`src/rtl/frac_baud_pkg.sv`:
```
package frac_baud_pkg;
  typedef enum logic [3:0] {
    IDX_DIVL = 4'd0,
    IDX_DIVH = 4'd1,
    IDX_PRE  = 4'd12,
    IDX_MUL  = 4'd13,
    IDX_MOD  = 4'd14
  } reg_idx_e;

  localparam int RST_MUL  = 96;
  localparam int RST_MOD  = 125;
  localparam int RST_PRE  = 16;
  localparam int RST_DIVR = 16;
endpackage

```
`src/rtl/frac_baud_regs.sv`:
```
module frac_baud_regs
  import frac_baud_pkg::*;
#(
  parameter int ADDR_W    = 8,
  parameter int DATA_W    = 32,
  parameter int FRAC_W    = 16,
  parameter int PRE_W     = 8,
  parameter int DIVR_W    = 16,
  parameter int REG_SHIFT = 2,
  parameter int BASE_OFS  = 0
) (
  input  logic              clk,
  input  logic              rst,
  input  logic              wr_en,
  input  logic [ADDR_W-1:0] addr,
  input  logic [DATA_W-1:0] wdata,
  output logic [DATA_W-1:0] rdata,
  output logic [FRAC_W-1:0] mul,
  output logic [FRAC_W-1:0] modv,
  output logic [PRE_W-1:0]  pre,
  output logic [DIVR_W-1:0] divr,
  output logic              clr
);
  localparam logic [ADDR_W-1:0] A_DIVL = ADDR_W'(BASE_OFS + (int'(IDX_DIVL) << REG_SHIFT));
  localparam logic [ADDR_W-1:0] A_DIVH = ADDR_W'(BASE_OFS + (int'(IDX_DIVH) << REG_SHIFT));
  localparam logic [ADDR_W-1:0] A_PRE  = ADDR_W'(BASE_OFS + (int'(IDX_PRE)  << REG_SHIFT));
  localparam logic [ADDR_W-1:0] A_MUL  = ADDR_W'(BASE_OFS + (int'(IDX_MUL)  << REG_SHIFT));
  localparam logic [ADDR_W-1:0] A_MOD  = ADDR_W'(BASE_OFS + (int'(IDX_MOD)  << REG_SHIFT));
  localparam int HALF_W = DIVR_W / 2;

  logic hit_pre, hit_mul, hit_mod, hit_dl, hit_dh;
  logic [FRAC_W-1:0] frac_sat;
  logic [PRE_W-1:0]  pre_sat;

  assign hit_pre = (addr == A_PRE);
  assign hit_mul = (addr == A_MUL);
  assign hit_mod = (addr == A_MOD);
  assign hit_dl  = (addr == A_DIVL);
  assign hit_dh  = (addr == A_DIVH);

  // oversized writes saturate to the field maximum
  assign frac_sat = (|(wdata >> FRAC_W)) ? '1 : wdata[FRAC_W-1:0];
  assign pre_sat  = (|(wdata >> PRE_W))  ? '1 : wdata[PRE_W-1:0];

  assign clr = wr_en && (hit_pre || hit_mul || hit_mod);

  always_ff @(posedge clk) begin
    if (rst) begin
      mul  <= FRAC_W'(RST_MUL);
      modv <= FRAC_W'(RST_MOD);
      pre  <= PRE_W'(RST_PRE);
      divr <= DIVR_W'(RST_DIVR);
    end else if (wr_en) begin
      if (hit_mul) mul  <= frac_sat;
      if (hit_mod) modv <= frac_sat;
      if (hit_pre) pre  <= pre_sat;
      if (hit_dl)  divr[HALF_W-1:0]      <= wdata[HALF_W-1:0];
      if (hit_dh)  divr[DIVR_W-1:HALF_W] <= wdata[DIVR_W-HALF_W-1:0];
    end
  end

  always_ff @(posedge clk) begin
    if (rst) begin
      rdata <= '0;
    end else begin
      rdata <= '0;
      if (hit_mul) rdata <= DATA_W'(mul);
      if (hit_mod) rdata <= DATA_W'(modv);
      if (hit_pre) rdata <= DATA_W'(pre);
      if (hit_dl)  rdata <= DATA_W'(divr[HALF_W-1:0]);
      if (hit_dh)  rdata <= DATA_W'(divr[DIVR_W-1:HALF_W]);
    end
  end
endmodule

```
`src/rtl/frac_phase_acc.sv`:
```
module frac_phase_acc #(
  parameter int FRAC_W = 16
) (
  input  logic              clk,
  input  logic              rst,
  input  logic              clr,
  input  logic [FRAC_W-1:0] mul,
  input  logic [FRAC_W-1:0] modv,
  output logic [FRAC_W-1:0] acc,
  output logic              en
);
  logic [FRAC_W-1:0] mul_eff;
  logic [FRAC_W:0]   sum;
  logic              wrap;

  assign mul_eff = (mul > modv) ? modv : mul;
  assign sum     = {1'b0, acc} + {1'b0, mul_eff};
  assign wrap    = (modv != '0) && (sum >= {1'b0, modv});

  always_ff @(posedge clk) begin
    if (rst || clr) begin
      acc <= '0;
      en  <= 1'b0;
    end else if (modv == '0) begin
      acc <= '0;
      en  <= 1'b0;
    end else begin
      acc <= wrap ? FRAC_W'(sum - {1'b0, modv}) : sum[FRAC_W-1:0];
      en  <= wrap;
    end
  end
endmodule

```
`src/rtl/frac_pulse_div.sv`:
```
module frac_pulse_div #(
  parameter int CNT_W = 8
) (
  input  logic             clk,
  input  logic             rst,
  input  logic             clr,
  input  logic             in_pulse,
  input  logic [CNT_W-1:0] limit,
  output logic             out_pulse
);
  logic [CNT_W-1:0] cnt;
  logic [CNT_W-1:0] last;

  // a limit of zero counts as one
  assign last = (limit == '0) ? '0 : limit - 1'b1;

  always_ff @(posedge clk) begin
    if (rst || clr) begin
      cnt       <= '0;
      out_pulse <= 1'b0;
    end else begin
      out_pulse <= 1'b0;
      if (in_pulse) begin
        if (cnt >= last) begin
          cnt       <= '0;
          out_pulse <= 1'b1;
        end else begin
          cnt <= cnt + 1'b1;
        end
      end
    end
  end
endmodule

```
`src/rtl/frac_baud_gen.sv`:
```
module frac_baud_gen #(
  parameter int ADDR_W    = 8,
  parameter int DATA_W    = 32,
  parameter int FRAC_W    = 16,
  parameter int PRE_W     = 8,
  parameter int DIVR_W    = 16,
  parameter int REG_SHIFT = 2,
  parameter int BASE_OFS  = 0
) (
  input  logic              clk,
  input  logic              rst,
  input  logic              wr_en,
  input  logic [ADDR_W-1:0] addr,
  input  logic [DATA_W-1:0] wdata,
  output logic [DATA_W-1:0] rdata,
  output logic              uclk_en,
  output logic              baud_tick
);
  logic [FRAC_W-1:0] mul_w, mod_w, acc_w;
  logic [PRE_W-1:0]  pre_w;
  logic [DIVR_W-1:0] divr_w;
  logic              clr_w, pre_pulse_w;

  frac_baud_regs #(
    .ADDR_W(ADDR_W), .DATA_W(DATA_W), .FRAC_W(FRAC_W), .PRE_W(PRE_W),
    .DIVR_W(DIVR_W), .REG_SHIFT(REG_SHIFT), .BASE_OFS(BASE_OFS)
  ) u_regs (
    .clk(clk), .rst(rst), .wr_en(wr_en), .addr(addr), .wdata(wdata),
    .rdata(rdata), .mul(mul_w), .modv(mod_w), .pre(pre_w), .divr(divr_w),
    .clr(clr_w)
  );

  frac_phase_acc #(.FRAC_W(FRAC_W)) u_acc (
    .clk(clk), .rst(rst), .clr(clr_w), .mul(mul_w), .modv(mod_w),
    .acc(acc_w), .en(uclk_en)
  );

  frac_pulse_div #(.CNT_W(PRE_W)) u_pre (
    .clk(clk), .rst(rst), .clr(clr_w), .in_pulse(uclk_en),
    .limit(pre_w), .out_pulse(pre_pulse_w)
  );

  frac_pulse_div #(.CNT_W(DIVR_W)) u_divr (
    .clk(clk), .rst(rst), .clr(1'b0), .in_pulse(pre_pulse_w),
    .limit(divr_w), .out_pulse(baud_tick)
  );
endmodule

```
`config.mk`:
```
export PLATFORM = sky130hd
export DESIGN_NAME = frac_baud_gen
export DESIGN_NICKNAME = d
export VERILOG_FILES = /design/src/rtl/frac_baud_pkg.sv /design/src/rtl/frac_baud_regs.sv /design/src/rtl/frac_phase_acc.sv /design/src/rtl/frac_pulse_div.sv /design/src/rtl/frac_baud_gen.sv
export SDC_FILE = /design/constraint.sdc
export NUM_CORES = 1
export LEC_CHECK = 0
export BUFFER_PORTS_ARGS = -buffer_cell sky130_fd_sc_hd__buf_4
export CAP_MARGIN = 20
export CORE_MARGIN = 3
export CORE_UTILIZATION = 60
export CTS_CLUSTER_DIAMETER = 60
export DETAILED_ROUTE_END_ITERATION = 12
export GPL_TIMING_DRIVEN = 0
export PLACE_DENSITY = 0.91
export SKIP_CTS_REPAIR_TIMING = 1
export SYNTH_ARGS = -nofsm -noshare
export SYNTH_HDL_FRONTEND = slang
export SYNTH_SLANG_ARGS = --single-unit
```
`constraint.sdc`:
```
create_clock -name clk -period 7 [get_ports clk]
set_input_delay 0.7 -clock clk [delete_from_list [all_inputs] [get_ports clk]]
set_output_delay 0.7 -clock clk [all_outputs]
set_load 0.05 [all_outputs]
```
; Word level (Yosys, flattened, before mapping)
; Index checks and enable logic that the tools add are counted.
[classes]
bitwise = 2
n_mux = 15
n_lt_le_gt_ge = 4
n_eq_ne = 4
add_sub_neg = 6
reduce_logical = 22
[ops]
columns = operator, n
row1 = $mux 16, 7
row2 = $mux 8, 6
row3 = $logic_not 16->1, 2
row4 = $eq 8x6->1 const B, 3
row5 = $reduce_or 24->1, 1
row6 = $add 16x16->17, 1
row7 = $ge 17x16->1, 1
row8 = $add 16x1->16 const B, 1
row9 = $ge 16x16->1, 1
row10 = $gt 16x16->1, 1
row11 = $logic_not 8->1, 2
row12 = $reduce_bool 16->1, 1
row13 = $reduce_or 16->1, 1
row14 = $sub 16x1->16 const B, 1
row15 = $sub 16x16->16, 1
row16 = $reduce_and 2->1, 5
row17 = $add 8x1->8 const B, 1
row18 = $eq 8x3->1 const B, 1
row19 = $ge 8x8->1, 1
row20 = $sub 8x1->8 const B, 1
row21 = $reduce_or 2->1, 3
row22 = $reduce_or 5->1, 1
row23 = $reduce_or 4->1, 1
row24 = $logic_or 1x1->1, 3
row25 = other kinds (3), 6
[totals]
out_inout_bits = 34
reg_bits = 131
in_bits = 43

; Depth between registers and ports, before layout
[logic_depth]
depth_word = 6
ltp_mapped = 30
mapped_depth_nobuf = 26

; Cells and area by module
; Synthesis repeated with hierarchy kept, for this count alone.
[unflattened]
cells_unflattened = 993
hier_area_um2 = 8499.4
[modules_own_cells]
columns = module, instances, cells_each, area_each_um2
row1 = frac_baud_regs, 1, 360, 3325.7
row2 = frac_phase_acc, 1, 358, 2907.8
row3 = frac_pulse_div (u_divr), 1, 183, 1490.2
row4 = frac_pulse_div (u_pre), 1, 91, 772.0
row5 = frac_baud_gen, 1, 1, 3.8

; Worst setup path after synthesis
; No wires, ideal clock.
[synth_timing]
path_type = register to register
start = register u_regs.modv[15]
end = register u_acc.acc[0]
path_stages_with_launch = 28
period_less_slack_ns = 5.559
setup_slack_ns = 1.441
t_arrival_ns = 5.441
path_cell_list = dfxtp_1 inv_1 ha_1 nand4_1 or2_4 a211o_2 and2_1 clkbuf_1 buf_2 o211ai_1 ha_1 inv_1 fa_1 nand3b_1 a31oi_1 o311ai_4 o21a_1 o21ai_0 nor2b_1 ha_1 clkbuf_1 nand3_1 nor2_1 a31oi_1 o211ai_4 o31a_1 buf_6 o221a_1
[synth_via]
elab_chain_len = 6
word_cells_on_any_way = 10
[synth_lines]
columns = element, line
row1 = "start, declared", frac_baud_regs.sv:19  ; output logic [FRAC_W-1:0] modv,
row2 = "start signal, assigned", frac_baud_regs.sv:50  ; modv <= FRAC_W'(RST_MOD);
row3 = "start signal, assigned", frac_baud_regs.sv:55  ; if (hit_mod) modv <= frac_sat;
row4 = $gt 16x16->1, frac_phase_acc.sv:16  ; assign mul_eff = (mul > modv) ? modv : mul;
row5 = $mux 16, frac_phase_acc.sv:16
row6 = $add 16x16->17, frac_phase_acc.sv:17  ; assign sum = {1'b0, acc} + {1'b0, mul_eff};
row7 = $ge 17x16->1, frac_phase_acc.sv:18  ; assign wrap = (modv != '0) && (sum >= {1'b0, modv});
row8 = $logic_and 1x1->1, frac_phase_acc.sv:18
row9 = $mux 16, frac_phase_acc.sv:28  ; acc <= wrap ? FRAC_W'(sum - {1'b0, modv}) : sum[FRAC_W-1:0];
row10 = "end signal, assigned", frac_phase_acc.sv:28
row11 = "end, declared", frac_phase_acc.sv:9  ; output logic [FRAC_W-1:0] acc,
; Several ways; a longest one is shown, not always the timed one.
; A chain may end at the register's enable or synchronous reset.

; Worst setup path after layout
; Ends and elaborated chain as after synthesis.

==> summary.txt <==
Status - complete, no violations
Slew HR - 32.7%
Worst Tran Pin Value - 0.995 ns
Switching power total - 882 uW
DRT Pass-1 Iters - 8
Worst Reg-to-Reg Cells - 27
Slew Limit Fails - 0
Initial core utilization - 62.1%
CP Class - reg -> reg
Final period util - 94.7%
Initial detailed-routing violation count - 921
NumNets Final - 1248
Sequential Area - 2300 um2
Worst r2r dst - u_acc.acc[0]$_SDFF_PP0_
Hold Path Class - reg -> reg
Gr ovfl total - 0
Top-count cell post-synth - nor2_1
Fin cells - 1315
Pwr Density - 257 nW/um2
Layout cells sized above 1 - 15.6%
Post-synth EDFFs - 0
Vias/cell - 6.36
Post-synth cell types - 83
Static Leak - 4.13 nW
Reg2reg setup slack - 0.37 ns
Ranking of synthesized cells by area - dfxtp_1 28%, ha_1 12%, nor2_1 6.2%
ANT cells - 0
Sw Ratio - 35.5%
CTS tree - done
Setup tns final - 0 ns
Std-Cell Core Area - 13400 um2
Gr usage total - 30.9%
WHS Endpoint - u_regs.divr[3]$_SDFFE_PP0P_
Row count - 42
Most frequent cells after synthesis - 137 x nor2_1, 115 x dfxtp_1, 88 x nand2_1, 77 x ha_1, 62 x a21oi_1
Share of the synthesized area in the top cell type - 27.7%
Top FF cell, synth - dfxtp_1
M3 GR Usage - 6.18%
Seq/Total Area, Yosys - 27.7%
Top Usage Layer GRT - met2
Post-Synthesis Cells - 1032
WHS Path Cells - 2
Initial antenna violation count - 0
Min Tclk post-route - 6.63 ns
P_int - 1.60 mW
DR WL/cell - 18.0 um
Die height - 124 um
Clk pin slew, worst setup/hold paths - 0.06 ns
Met2 Use GR - 50.3%
Proportion of power drawn by flip-flops and latches - 28.9%
# IOs - 77
Num Clock Sinks - 115
Die footprint - 15300 um2
Vias in the first global route - 7835
Data required, critical path - 7.31 ns
Clock H-tree levels - 4
Asr flop ratio synth - 0%
Fin. Hold Viols - 0
Area occupied by multi-input gates - 5560 um2
CTS max path bufs - 2
Clock Tree Root - clkbuf_16
Setup crit end kind - flop
Drt drc - 0
Via count - 8369
Area grow syn2layout - 15.9%
Die width - 124 um
Final-layout fill cell count - 983
Register bit total from synthesis - 115
Synth area leader - dfxtp_1
Total Routed Length - 23600 um
Routing usage on met1 - 39.2%
Critical Path Start Type - flop
Final setup viols - 0
Post-Syn Area - 8320 um2
Detail Route Antenna Nets - 0
# port buffers - 60
Clk pwr share - 34.3%
Hpwl dp - 17400 um
Max-cap check violation count - 0
Largest net degree at the start of global routing - 17
Clock Skew - 0.00848 ns
Total CTS buffers - 17
Peak Freq - 151 MHz
Placed insts - 1283
Combinational share of power - 36.7%
Syn. warnings - 0
Arrival time worst endpoint - 6.93 ns
Routability Congestion - 0.976
Max VDD drop - 0.000184 V
Hold_sp - u_regs.divr[3]$_SDFFE_PP0P_
Syn avg cell area - 8.07 um2
Unrepaired setup endpoints after global routing - no
First-pass GRT wire length - 37400 um
CP max FO - 10
Worst skew pair latency - 0.42 ns
Reg2reg start - u_regs.modv[15]$_SDFFE_PP0P_
[layout by cell type (no fill, tap or decap), types with 37 or more instances in the layout]
cell	netlist	routed
nor2_1	137	137
a21oi_1	62	62
inv_1	38	38
ha_1	77	77
nand2_1	88	88
buf_4	20	80
a211oi_1	37	37
nand3_1	39	39
dfxtp_1	115	115
[how the worst max path moves through the flow]
stage	from	end	slack, ns	cells past startpoint
detailed placement	u_regs.modv[14]$_SDFFE_PP0P_	u_acc.acc[1]$_SDFF_PP0_	0.36	27
finish	u_regs.modv[15]$_SDFFE_PP0P_	u_acc.acc[0]$_SDFF_PP0_	0.37	27
global placement	u_regs.modv[14]$_SDFFE_PP0P_	u_acc.acc[1]$_SDFF_PP0_	0.63	27
CTS	u_regs.modv[1]$_SDFFE_PP0P_	u_acc.acc[1]$_SDFF_PP0_	0.32	29
floorplan	u_regs.modv[15]$_SDFFE_PP0P_	u_acc.acc[0]$_SDFF_PP0_	1.44	27
global route	u_regs.modv[1]$_SDFFE_PP0P_	u_acc.acc[0]$_SDFF_PP0_	0.09	29
[sequential cells by signal, summed over array words and instances, names as in the netlist]
name / flops
u_regs.divr: 16
u_divr.out_pulse: 1
u_regs.rdata: 16
u_regs.modv: 16
u_pre.cnt: 8
u_acc.acc: 16
u_acc.en: 1
u_divr.cnt: 16
u_regs.pre: 8
u_regs.mul: 16
u_pre.out_pulse: 1
[power by group through the flow]
stage	clock network, mW	logic (mW)	registers (mW)
after floorplan	0	0.693	0.734
after global placement	0	0.854	0.730
after detailed placement	0	0.884	0.731
after CTS	0.847	0.889	0.717
after global routing	0.880	0.993	0.721
final	0.852	0.912	0.718
[metal layers]
metal	routed length [um]	up-vias	share of wire, %
met2	11000	513	46
met1	9220	3851	39
li1	-	3903	-
met4	1000	0	4.2
met3	2420	102	10
met5	0	-	0
[final cells by class]
type	count	share of cell area [%]
Clock inverter	13	1.41
Clock buffer	19	4.59
Sequential cell	115	23.9
Inverter	39	1.52
Buffer	65	4.06
Tap cell	176	2.28
Timing Repair Buffer	60	4.67
Multi-Input combinational cell	828	57.6
[stage by stage]
step                      cell area (um2)  utilization [%]  setup WS, ns  hold slack [ns]  power (mW)
after global placement               9050             67.5         0.629            0.486        1.58
after floorplan                      8380                -          1.44            0.463        1.43
after CTS                            9630             71.9         0.315            0.514        2.45
after global routing                 9650             72.0        0.0924            0.532        2.59
after detailed placement             9050             67.5         0.361            0.507        1.62
final                                9650             72.0         0.373            0.521        2.48
[logic make-up after synthesis]
logic type / count (synthesis) / share of synthesized area (%)
buf+inv: 104 / 6.46
compound gates: 257 / 22.1
simple gates: 407 / 24.2
fa+ha+maj: 79 / 12.1
xor+xnor: 55 / 5.79
other cells: 1 / 0.0450
flops: 115 / 27.7
mux: 14 / 1.71
[critical path: stages (launching register included)]
cell and delay, ns:
dfxtp_1 0.43, inv_1 0.11, ha_1 0.31, nand4_1 0.17, or2_4 0.33, a211o_2 0.41
and2_1 0.17, clkbuf_1 0.21, buf_2 0.26, o211ai_1 0.32, ha_1 0.28, inv_1 0.07
fa_1 0.41, nand3b_1 0.21, a31oi_2 0.29, o311ai_4 0.15, o21a_1 0.21, o21ai_0 0.21
nor2b_1 0.19, ha_1 0.24, clkbuf_1 0.20, nand3_1 0.14, nor2_1 0.06, a31oi_1 0.23
o211ai_4 0.15, o31a_1 0.35, buf_6 0.16, o221a_1 0.23
Note: power is estimated with default switching activity, not from simulation.
